[config.mk]
export PLATFORM = sky130hd
export DESIGN_NAME = evt_timer
export DESIGN_NICKNAME = d
export VERILOG_FILES = /design/src/rtl/evt_timer_pkg.sv /design/src/rtl/evt_timer_prescale.sv /design/src/rtl/evt_timer_cmp.sv /design/src/rtl/evt_timer.sv
export SDC_FILE = /design/constraint.sdc
export NUM_CORES = 1
export LEC_CHECK = 0
export BUFFER_PORTS_ARGS = -buffer_cell sky130_fd_sc_hd__buf_2
export CAP_MARGIN = 40
export CELL_PAD_IN_SITES_DETAIL_PLACEMENT = 1
export CELL_PAD_IN_SITES_GLOBAL_PLACEMENT = 1
export CORE_MARGIN = 1
export CORE_UTILIZATION = 25
export CTS_CLUSTER_SIZE = 10
export DETAILED_ROUTE_END_ITERATION = 12
export PLACE_DENSITY_LB_ADDON = 0.1
export SETUP_SLACK_MARGIN = 0.02
export SYNTH_ARGS = -nofsm -noshare
export SYNTH_HDL_FRONTEND = slang
export SYNTH_HIERARCHICAL = 1
export SYNTH_SLANG_ARGS = --single-unit
[constraint.sdc]
create_clock -name clk_i -period 5.2 [get_ports clk_i]
set_clock_uncertainty 0.05 [all_clocks]
set_input_delay 0.78 -clock clk_i [delete_from_list [all_inputs] [get_ports clk_i]]
set_output_delay 0.78 -clock clk_i [all_outputs]
set_load 0.01 [all_outputs]
[src/rtl/evt_timer_pkg.sv]
package evt_timer_pkg;
  typedef enum logic [1:0] {
    ADDR_CMP1  = 2'd0,
    ADDR_CMP2  = 2'd1,
    ADDR_CNT   = 2'd2,
    ADDR_SETUP = 2'd3
  } reg_addr_e;

  localparam int N_CMP     = 2;
  localparam int SCALE_LSB = 0;
  localparam int MODE_LSB  = 6;   // comparator n mode at MODE_LSB + 2n
  localparam int RUN_BIT   = 11;
  localparam int FLAG_LSB  = 13;  // comparator n flag at FLAG_LSB + n
  localparam int CLAIM_BIT = 15;
  localparam logic [1:0] EVT_ON = 2'b11;
endpackage

[src/rtl/evt_timer_prescale.sv]
module evt_timer_prescale #(
  parameter int SCALE_W   = 4,
  parameter int MAX_SCALE = 8
) (
  input  logic               clk_i,
  input  logic               rst_ni,
  input  logic               run_i,
  input  logic               ref_tick_i,
  input  logic [SCALE_W-1:0] scale_i,
  output logic               step_o
);
  localparam int PRE_W = (MAX_SCALE < 1) ? 1 : MAX_SCALE;

  logic [SCALE_W-1:0] sc_eff;
  logic [PRE_W:0]     span, lim_full;
  logic [PRE_W-1:0]   pre_q;

  assign sc_eff   = (scale_i > SCALE_W'(MAX_SCALE)) ? SCALE_W'(MAX_SCALE) : scale_i;
  assign span     = (PRE_W+1)'(1) << sc_eff;
  assign lim_full = span - (PRE_W+1)'(1);
  assign step_o   = run_i & ref_tick_i & (pre_q == lim_full[PRE_W-1:0]);

  always_ff @(posedge clk_i or negedge rst_ni) begin
    if (!rst_ni)         pre_q <= '0;
    else if (!run_i)     pre_q <= '0;
    else if (ref_tick_i) pre_q <= step_o ? '0 : pre_q + PRE_W'(1);
  end

  a_r4_phase_restart: assert property (@(posedge clk_i) disable iff (!rst_ni)
    step_o |=> (pre_q == '0));
  a_r4_idle_phase: assert property (@(posedge clk_i) disable iff (!rst_ni)
    !run_i |=> (pre_q == '0));
endmodule

[src/rtl/evt_timer_cmp.sv]
module evt_timer_cmp #(
  parameter int CNT_W = 16
) (
  input  logic             clk_i,
  input  logic             rst_ni,
  input  logic             arrive_i,
  input  logic [CNT_W-1:0] cnt_nxt_i,
  input  logic [CNT_W-1:0] cmp_i,
  input  logic [1:0]       mode_i,
  input  logic             clr_i,
  input  logic             irq_en_i,
  output logic             flag_o,
  output logic             irq_o
);
  import evt_timer_pkg::*;

  logic hit, flag_q;

  assign hit    = arrive_i & (cnt_nxt_i == cmp_i) & (mode_i == EVT_ON);
  assign flag_o = flag_q;
  assign irq_o  = flag_q & irq_en_i;

  always_ff @(posedge clk_i or negedge rst_ni) begin
    if (!rst_ni)    flag_q <= 1'b0;
    else if (clr_i) flag_q <= 1'b0;  // clear beats a same-cycle match
    else if (hit)   flag_q <= 1'b1;
  end

  a_r8_clear_wins: assert property (@(posedge clk_i) disable iff (!rst_ni)
    clr_i |=> !flag_o);
  a_r6_match_sets: assert property (@(posedge clk_i) disable iff (!rst_ni)
    (arrive_i && cnt_nxt_i == cmp_i && mode_i == EVT_ON && !clr_i) |=> flag_o);
  a_r6_no_spurious: assert property (@(posedge clk_i) disable iff (!rst_ni)
    (!flag_o && !(arrive_i && mode_i == EVT_ON)) |=> !flag_o);
endmodule

[src/rtl/evt_timer.sv]
module evt_timer #(
  parameter int CNT_W     = 16,
  parameter int SCALE_W   = 4,
  parameter int MAX_SCALE = 8
) (
  input  logic             clk_i,
  input  logic             rst_ni,
  input  logic             ref_tick_i,
  input  logic             wr_en_i,
  input  logic [1:0]       addr_i,
  input  logic [CNT_W-1:0] wdata_i,
  output logic [CNT_W-1:0] rdata_o,
  input  logic [1:0]       irq_en_i,
  output logic [1:0]       irq_o
);
  import evt_timer_pkg::*;

  logic [N_CMP-1:0][CNT_W-1:0] cmp_q;
  logic [N_CMP-1:0][1:0]       mode_q;
  logic [N_CMP-1:0]            flag;
  logic [CNT_W-1:0]            cnt_q, cnt_nxt, setup_rd;
  logic [SCALE_W-1:0]          scale_q;
  logic                        run_q, claim_q, step;
  logic                        wr_setup, wr_cnt;

  assign wr_setup = wr_en_i & (reg_addr_e'(addr_i) == ADDR_SETUP);
  assign wr_cnt   = wr_en_i & (reg_addr_e'(addr_i) == ADDR_CNT);
  assign cnt_nxt  = cnt_q + CNT_W'(1);

  evt_timer_prescale #(.SCALE_W(SCALE_W), .MAX_SCALE(MAX_SCALE)) u_pre (
    .clk_i, .rst_ni, .run_i(run_q), .ref_tick_i, .scale_i(scale_q), .step_o(step)
  );

  always_ff @(posedge clk_i or negedge rst_ni) begin
    if (!rst_ni)     cnt_q <= '0;
    else if (wr_cnt) cnt_q <= wdata_i;
    else if (step)   cnt_q <= cnt_nxt;
  end

  always_ff @(posedge clk_i or negedge rst_ni) begin
    if (!rst_ni) begin
      run_q   <= 1'b0;
      claim_q <= 1'b0;
      scale_q <= '0;
      mode_q  <= '0;
    end else if (wr_setup) begin
      run_q <= wdata_i[RUN_BIT];
      if (!claim_q) begin
        claim_q <= 1'b1;
        scale_q <= wdata_i[SCALE_LSB +: SCALE_W];
        for (int n = 0; n < N_CMP; n++) mode_q[n] <= wdata_i[MODE_LSB + 2*n +: 2];
      end
    end
  end

  for (genvar n = 0; n < N_CMP; n++) begin : g_cmp
    always_ff @(posedge clk_i or negedge rst_ni) begin
      if (!rst_ni)                                      cmp_q[n] <= '0;
      else if (wr_en_i && addr_i == 2'(n)) cmp_q[n] <= wdata_i;
    end

    evt_timer_cmp #(.CNT_W(CNT_W)) u_cmp (
      .clk_i, .rst_ni,
      .arrive_i (step & ~wr_cnt),
      .cnt_nxt_i(cnt_nxt),
      .cmp_i    (cmp_q[n]),
      .mode_i   (mode_q[n]),
      .clr_i    (wr_setup & wdata_i[FLAG_LSB + n]),
      .irq_en_i (irq_en_i[n]),
      .flag_o   (flag[n]),
      .irq_o    (irq_o[n])
    );
  end

  always_comb begin
    setup_rd = '0;
    setup_rd[SCALE_LSB +: SCALE_W] = scale_q;
    for (int n = 0; n < N_CMP; n++) begin
      setup_rd[MODE_LSB + 2*n +: 2] = mode_q[n];
      setup_rd[FLAG_LSB + n]        = flag[n];
    end
    setup_rd[RUN_BIT]   = run_q;
    setup_rd[CLAIM_BIT] = claim_q;
  end

  always_comb begin
    unique case (reg_addr_e'(addr_i))
      ADDR_CMP1: rdata_o = cmp_q[0];
      ADDR_CMP2: rdata_o = cmp_q[1];
      ADDR_CNT:  rdata_o = cnt_q;
      default:   rdata_o = setup_rd;
    endcase
  end

  a_r3_hold_stopped: assert property (@(posedge clk_i) disable iff (!rst_ni)
    (!run_q && !wr_cnt) |=> $stable(cnt_q));
  a_r5_claim_sticky: assert property (@(posedge clk_i) disable iff (!rst_ni)
    claim_q |=> claim_q);
  a_r5_cfg_frozen: assert property (@(posedge clk_i) disable iff (!rst_ni)
    claim_q |=> ($stable(scale_q) && $stable(mode_q)));
  a_r9_irq_gate: assert property (@(posedge clk_i) disable iff (!rst_ni)
    irq_o == (flag & irq_en_i));
endmodule

==> impl_results.md, run 1 <==
* Global-route wire length before repair at 20.5 mm
* Syn nets at 426
* Pre-CTS WS at 1550 ps
* Drt initial violations at 135
* Fin worst setup slack at between 1000 and 1500 ps
* GRT overflow at 0
* R2R cell count at 11
* CTS Root Cell: clkbuf_16
* Initial Util at 0.257
* Arr. time, crit path at 3850 ps
* Proportion of layout cells with a drive suffix above 1 at 0.265
* Combinational share of power at 0.284
* Area Growth Syn to Fin at 13.5%
* Critical path class: flop to flop
* Synth cell types at 60
* P_int at 1240 µW
* Crit-path cells: or4b_2, ha_1, xnor2_1, nor4_4, nand4_4, nor3_1, buf_4, nand4_2, nor3_1, xnor2_1, a21oi_1
* Leak at 0.00206 µW
* Filler cells at around 2,000
* Multi-input logic area at 2530 µm²
* Wire per inst at 19.6 µm
* Slowest CP cell: or4b_2
* Switch Pwr at ~650 µW
* Resized Gates After CTS at 0
* Postcts setup bufs at 0
* Count of flip-flops with a built-in enable after synthesis at 0
* Routability cong. at about 0.74
* Final antenna-violating net count at 0
* Crit-path max FO at 16
* Net Sw Frac at 0.343
* Final Slew Violations at 0
* Max Cap Viol at 0
* # diodes at 0
* Worst VDD drop at 0.147 mV
* FFs w/ async S/R, synth at 1.00
* Yosys reg bits at 68
* Reg2Reg Capture Point: cnt_q[10]
* Nets at 459
* Vias per cell at 4.77
* Worst min path class: input port to asynchronous set/reset pin
* Critical Path Start Type: flop
* Run status: finished clean
* Register area share after synthesis at 0.379
* CTS tree: done
* Syn Inst Count at 399
* Initial antenna violation count at 0
* WL final at 13.0 mm
* Reg-to-Reg Start: scale_q[3]
* Most frequent cells in the layout: 68 x dfrtp_1, 42 x xor2_1, 41 x buf_2
* Commonest non-fill, non-tap cell in the layout: dfrtp_1
* GR Util All Layers at 0.153
* H-tree levels at 3
* Post-Synthesis Cell Area at 4480 µm²
* Crit path capture type: flop
* Post-synth top area share at 0.379
* Yosys warns at 6
* Storage cell area at 1700 µm²
* Final setup violation count at 0
* Initial DRT Pass Iterations at 4
* Largest net degree at the start of global routing at 37
* Ports at 42
* Sequential Power Share at 0.404
* Period utilization at 0.712
* Clock Tree Buf Depth at 2
* Clock Latency Late Sink at 340 ps
* Mean Syn Cell Area at 11.2 µm²
* Die Wd at 136 µm
* Max Clk Rate at ~270 MHz
* Final Hold Viols at 0
* Die area at 18,500 µm²
* Site Rows at 48
* Die Y at roughly 140 µm
* Crit path time final at 3700 ps
* CP Data Required Time at 5350 ps
* Clock share of power at 0.312
* CTS Sinks at between 60 and 70
* Max stage delay on crit path at 740 ps
* Clock transition at path regs at 50 ps
* Synth area leaders: dfrtp_1 38%, xor2_1 8.2%, mux4_2 5.5%
* Number of buffers created by CTS at 9
* Estimated wirelength of the detail-placed design at 9.40 mm
* Top_reg_cell synth: dfrtp_1
* Worst slew margin at 0.453
* Core footprint at 17,400 µm²
* Cell area power density at 371 nW/µm²
* DRC at 0
* Reg2Reg Setup Slack at 1500 ps
* Buffers added on ports at 41
* Vias in the first global route at 3,329
* Vias post-DR at between 3,000 and 4,000
* Synth area leader: dfrtp_1
* Hold_buf cts at 0
* Setup TNS at 0 ps
* Setup repair after global routing missed its margin: no
* Worst Tran Pin Value at 821 ps
-- Yosys cell counts (3+ instances only) --
cell	instances
dfrtp_1	68
xor2_1	42
nor2_1	32
xnor2_1	28
a21oi_1	21
nand2_1	17
mux2_1	16
mux2_2	15
nand3_1	12
nand4_1	12
inv_1	11
mux4_2	11
mux2_4	9
o21ai_0	8
buf_2	7
buf_4	7
nor4_1	7
nor3_1	6
buf_6	5
clkbuf_8	5
mux2i_1	5
and3_1	4
and2_1	3
ha_1	3
nand4b_1	3
nor4_2	3
-- critical path, delay by kind of cell (launching register included) --
kind	cells	cell delay (ps)
fa+ha+maj	1	310
compound gates	1	90
simple gates	6	2000
xor+xnor	2	330
buf+inv	1	230
flops	1	560
-- cells by family (layout without fill, tap and decap cells) --
logic type	after synthesis	count (layout)	share of synthesized area
simple gates	124	124	0.177
xor+xnor	70	70	0.137
fa+ha+maj	3	3	0.00837
mux	57	57	0.180
flops	68	68	0.379
compound gates	42	42	0.0617
buf+inv	35	73	0.0566
-- final cells by class --
type / count / area share
multi-input cells: 296 / 0.497
flip-flops and latches: 68 / 0.334
well taps: 225 / 0.0553
clock buffers: 15 / 0.0546
repair buffers: 46 / 0.0501
inverters: 11 / 0.00811
clock inverters: 1 / 0.000983
-- how the worst max path moves through the flow --
stage	startpoint	end	slack [ps]	cells past startpoint
after global routing	scale_q[3]	cnt_q[10]	1230	12
final	scale_q[3]	cnt_q[10]	1500	11
after floorplan	scale_q[3]	cnt_q[13]	1890	12
after CTS	scale_q[3]	cnt_q[10]	1500	11
after detailed placement	scale_q[3]	cnt_q[10]	1550	11
after global placement	scale_q[3]	cnt_q[8]	1600	11
-- state kept, by name, summed over array words and instances, names as in the netlist --
register	cells
scale_q	4
cnt_q	16
claim_q	1
g_cmp.u_cmp/flag_o	2
cmp_q	32
run_q	1
mode_q	4
u_pre/pre_q	8
-- power groups by stage --
stage	sequential, µW	clock [µW]	combinational (µW)
after floorplan	692	0	460
after global placement	773	0	541
after detailed placement	775	0	548
after CTS	766	615	552
after global routing	783	633	595
final	764	590	537
-- layer usage --
metal | global-route usage | routed length [µm] | share of wire
met1 | 0.220 | 6640 | 0.51
met5 | 0 | 0 | 0
met4 | 0.0648 | 230 | 0.018
met2 | 0.226 | 5790 | 0.45
met3 | 0.0209 | 319 | 0.025
-- stage by stage --
| stage | power [µW] | utilization | hold slack (ps) | cell area (µm²) | instances |
|---|---|---|---|---|---|
| after floorplan | 1150 | - | 394 | 4480 | 399 |
| after global placement | 1310 | 0.275 | 426 | 4790 | 645 |
| after detailed placement | 1320 | 0.276 | 432 | 4810 | 646 |
| after CTS | 1930 | 0.292 | 198 | 5090 | 662 |
| after global routing | 2010 | 0.292 | 199 | 5090 | 662 |
| final | 1890 | 0.292 | 209 | 5090 | 662 |
(Power assumes the default switching activity.)
==> run 2, diff against run 1 <==
==> constraint.sdc (replaced) <==
create_clock -name clk_i -period 3.5 [get_ports clk_i]
set_clock_uncertainty 0.05 [all_clocks]
set_input_delay 0.525 -clock clk_i [delete_from_list [all_inputs] [get_ports clk_i]]
set_output_delay 0.525 -clock clk_i [all_outputs]
set_load 0.01 [all_outputs]
==> impl_results.md, run 2 (synthesis results as in run 1) <==
* Run status: finished clean
* Period utilization at 0.953 (+0.240)
* H-tree levels at 3 (unchanged)
* Routability cong. at 0.747 (+0.57%)
* Reg2Reg Setup Slack at 170 ps (-1330 ps)
* Biggest register: cmp_q
* Commonest non-fill, non-tap cell in the layout: dfrtp_1
* Core footprint at 17,400 µm² (unchanged)
* Largest delay share family, worst path: simple AND/OR/NAND/NOR gates
* Worst Tran Pin Value at 810 ps (-11.4 ps)
* Final antenna-violating net count at 0 (unchanged)
* Reg2Reg Capture Point: g_cmp[0].u_cmp/flag_o
* Leak at 0.00218 µW (+5.7%)
* Dpl cells at 655 (+1.4%)
* Worst min path class: input port to asynchronous set/reset pin
* GRT overflow at 0 (unchanged)
* Cell area power density at 530 nW/µm² (+43%)
* Initial Util at 0.257 (unchanged)
* Clock Latency Late Sink at 340 ps (about the same)
* Final Hold Viols at 0 (unchanged)
* Largest registers: cmp_q (32), cnt_q (16), u_pre/pre_q (8)
* Final setup violation count at 0 (unchanged)
* Worst VDD drop at 0.218 mV (+48%)
* Die Wd at 136 µm (unchanged)
* Initial DRT Pass Iterations at 4 (unchanged)
* Largest net degree at the start of global routing at 33 (-11%)
* Crit path capture type: flop
* Global-route wire length before repair at 20.9 mm (+2.3%)
* Critical path class: flop to flop
* Buffers added on ports at 41 (unchanged)
* Final std cells w/o fill at 679 (+2.6%)
* CTS Sinks at 68 (unchanged)
* Arr. time, crit path at 3540 ps (-310 ps)
* Number of buffers created by CTS at 9 (unchanged)
* Max reg flops at 32 (unchanged)
* Ports at 42 (unchanged)
* R2R cell count at 12 (+1)
* Vias per cell at 4.80 (+0.49%)
* Clock transition at path regs at 60 ps (about the same)
* Initial antenna violation count at 0 (unchanged)
* CTS Root Cell: clkbuf_16
* Utilization after layout at 0.304 (+0.0114)
* Estimated wirelength of the detail-placed design at 9.68 mm (+3.0%)
* # diodes at 0 (unchanged)
* CTS tree: done
* Critical Path Start Type: flop
* Worst path bufs/invs at 1 (unchanged)
* Max Clk Rate at 300 MHz (+11%)
* Die Y at 136 µm (unchanged)
* Crit-path max FO at 5 (-11)
* Nets at 477 (+3.9%)
* Crit path time final at 3330 ps (-370 ps)
* Vias post-DR at 3,256 (+3.1%)
* Slowest CP cell: or4b_2
* CP Data Required Time at 3710 ps (-1640 ps)
* Most frequent cells in the layout: 67 x dfrtp_1, 42 x xor2_1, 41 x buf_2
* Max Cap Viol at 0 (unchanged)
* Final Slew Violations at 0 (unchanged)
* Hold_buf cts at 0 (unchanged)
* Drt initial violations at 91 (-33%)
* DRC at 0 (unchanged)
* Reg-to-Reg Start: scale_q[3]
* Vias in the first global route at 3,422 (+2.8%)
* Worst slew margin at 0.460 (+0.00759)
* Max stage delay on crit path at 680 ps (-60 ps)
* Die area at 18,500 µm² (unchanged)
* GR Util All Layers at 0.156 (+0.00286)
* Filler cells at 1,950 (-0.81%)
* Proportion of layout cells with a drive suffix above 1 at 0.306 (+0.0407)
* Area Growth Syn to Fin at 17.9%
* Setup repair after global routing missed its margin: no
* Crit-path cells: or4b_2, ha_1, xnor2_1, nor4_4, nand4_4, nor3_4, buf_6, and2_1, nand4b_1, nor2_1, nand4_1, o22ai_2
* Clock Tree Buf Depth at 2 (unchanged)
* Site Rows at 48 (unchanged)
* Wire per inst at 19.7 µm (+0.38%)
* WL final at 13.4 mm (+3.0%)
run 2: cell types whose count changed in the layout (fill, tap and decap cells not counted), moves of 2 or more:
cell      delta
buf_4       +16
nor3_1       -4
clkbuf_8     -3
nor3_4       +3
nor4_2       -3
nor4_4       +3
clkinv_2     +2
run 2: cell type report:
| class | instances | area [µm²] | area share |
|---|---|---|---|
| timing repair buffer | 64 | 398 | 0.0752 |
| clock inverter | 3 | 15.0 | 0.00284 |
| multi-input combinational | 296 | 2610 | 0.494 |
| tap | 225 | 282 | 0.0532 |
| sequential | 68 | 1700 | 0.322 |
| inverter | 11 | 41.3 | 0.00781 |
| clock buffer | 12 | 236 | 0.0447 |
run 2: through the flow:
step | TNS [ps] | hold slack, ps | worst slack, ps | area [µm²] | power (µW)
floorplan | 0 | 179 | 194 | 4480 | 1710
global placement | 0 | 427 | 43.8 | 4860 | 1990
detailed placement | -21.1 | 432 | -21.1 | 4860 | 1990
CTS | 0 | 169 | 62.0 | 5130 | 2840
global route | 0 | 198 | 20.1 | 5290 | 2980
finish | 0 | 143 | 165 | 5290 | 2800
run 2: worst max-delay path by stage:
stage	start	to	slack, ps	depth (start not counted)
after floorplan	scale_q[3]	cnt_q[13]	190	12
after CTS	scale_q[3]	g_cmp[0].u_cmp/flag_o	60	13
after global placement	scale_q[3]	cnt_q[10]	40	11
after global routing	scale_q[3]	cnt_q[14]	20	12
after detailed placement	scale_q[3]	cnt_q[10]	-20	12
final	scale_q[3]	g_cmp[0].u_cmp/flag_o	170	12
run 2: report_power, final:
part | leakage, µW | switching, µW | internal [µW]
registers | 0.000814 | 192 | 917
logic | 0.00124 | 458 | 420
clock network | 0.000126 | 340 | 472
run 2: worst register-to-register path, delay by kind of cell, from the launching register on:
family	cells	cell delay [ps]
buffers and inverters	1	160
adder cells (fa/ha/maj)	1	310
AO/OA/AOI/OAI	1	140
flip-flops	1	440
XOR/XNOR	1	160
AND/OR/NAND/NOR	8	2030
run 2: routing by layer:
layer / global-route usage / part of all wire / vias to the layer above
li1: - / - / 1531
met1: 0.221 / 0.50 / 1670
met2: 0.239 / 0.47 / 43
met3: 0.0242 / 0.026 / 12
met4: 0.0519 / 0.012 / 0
met5: 0 / 0 / -
run 2: repair_timing:
| item | 4_1_cts | 5_1_grt |
|---|---|---|
| setup endpoints to repair | 6 | 10 |
| cloned | 0 | 1 |
| setup buffers | 0 | 8 |
| pin swaps | 0 | 5 |
| hold endpoints to repair | 0 | 0 |
| gates resized for setup | 2 | 13 |
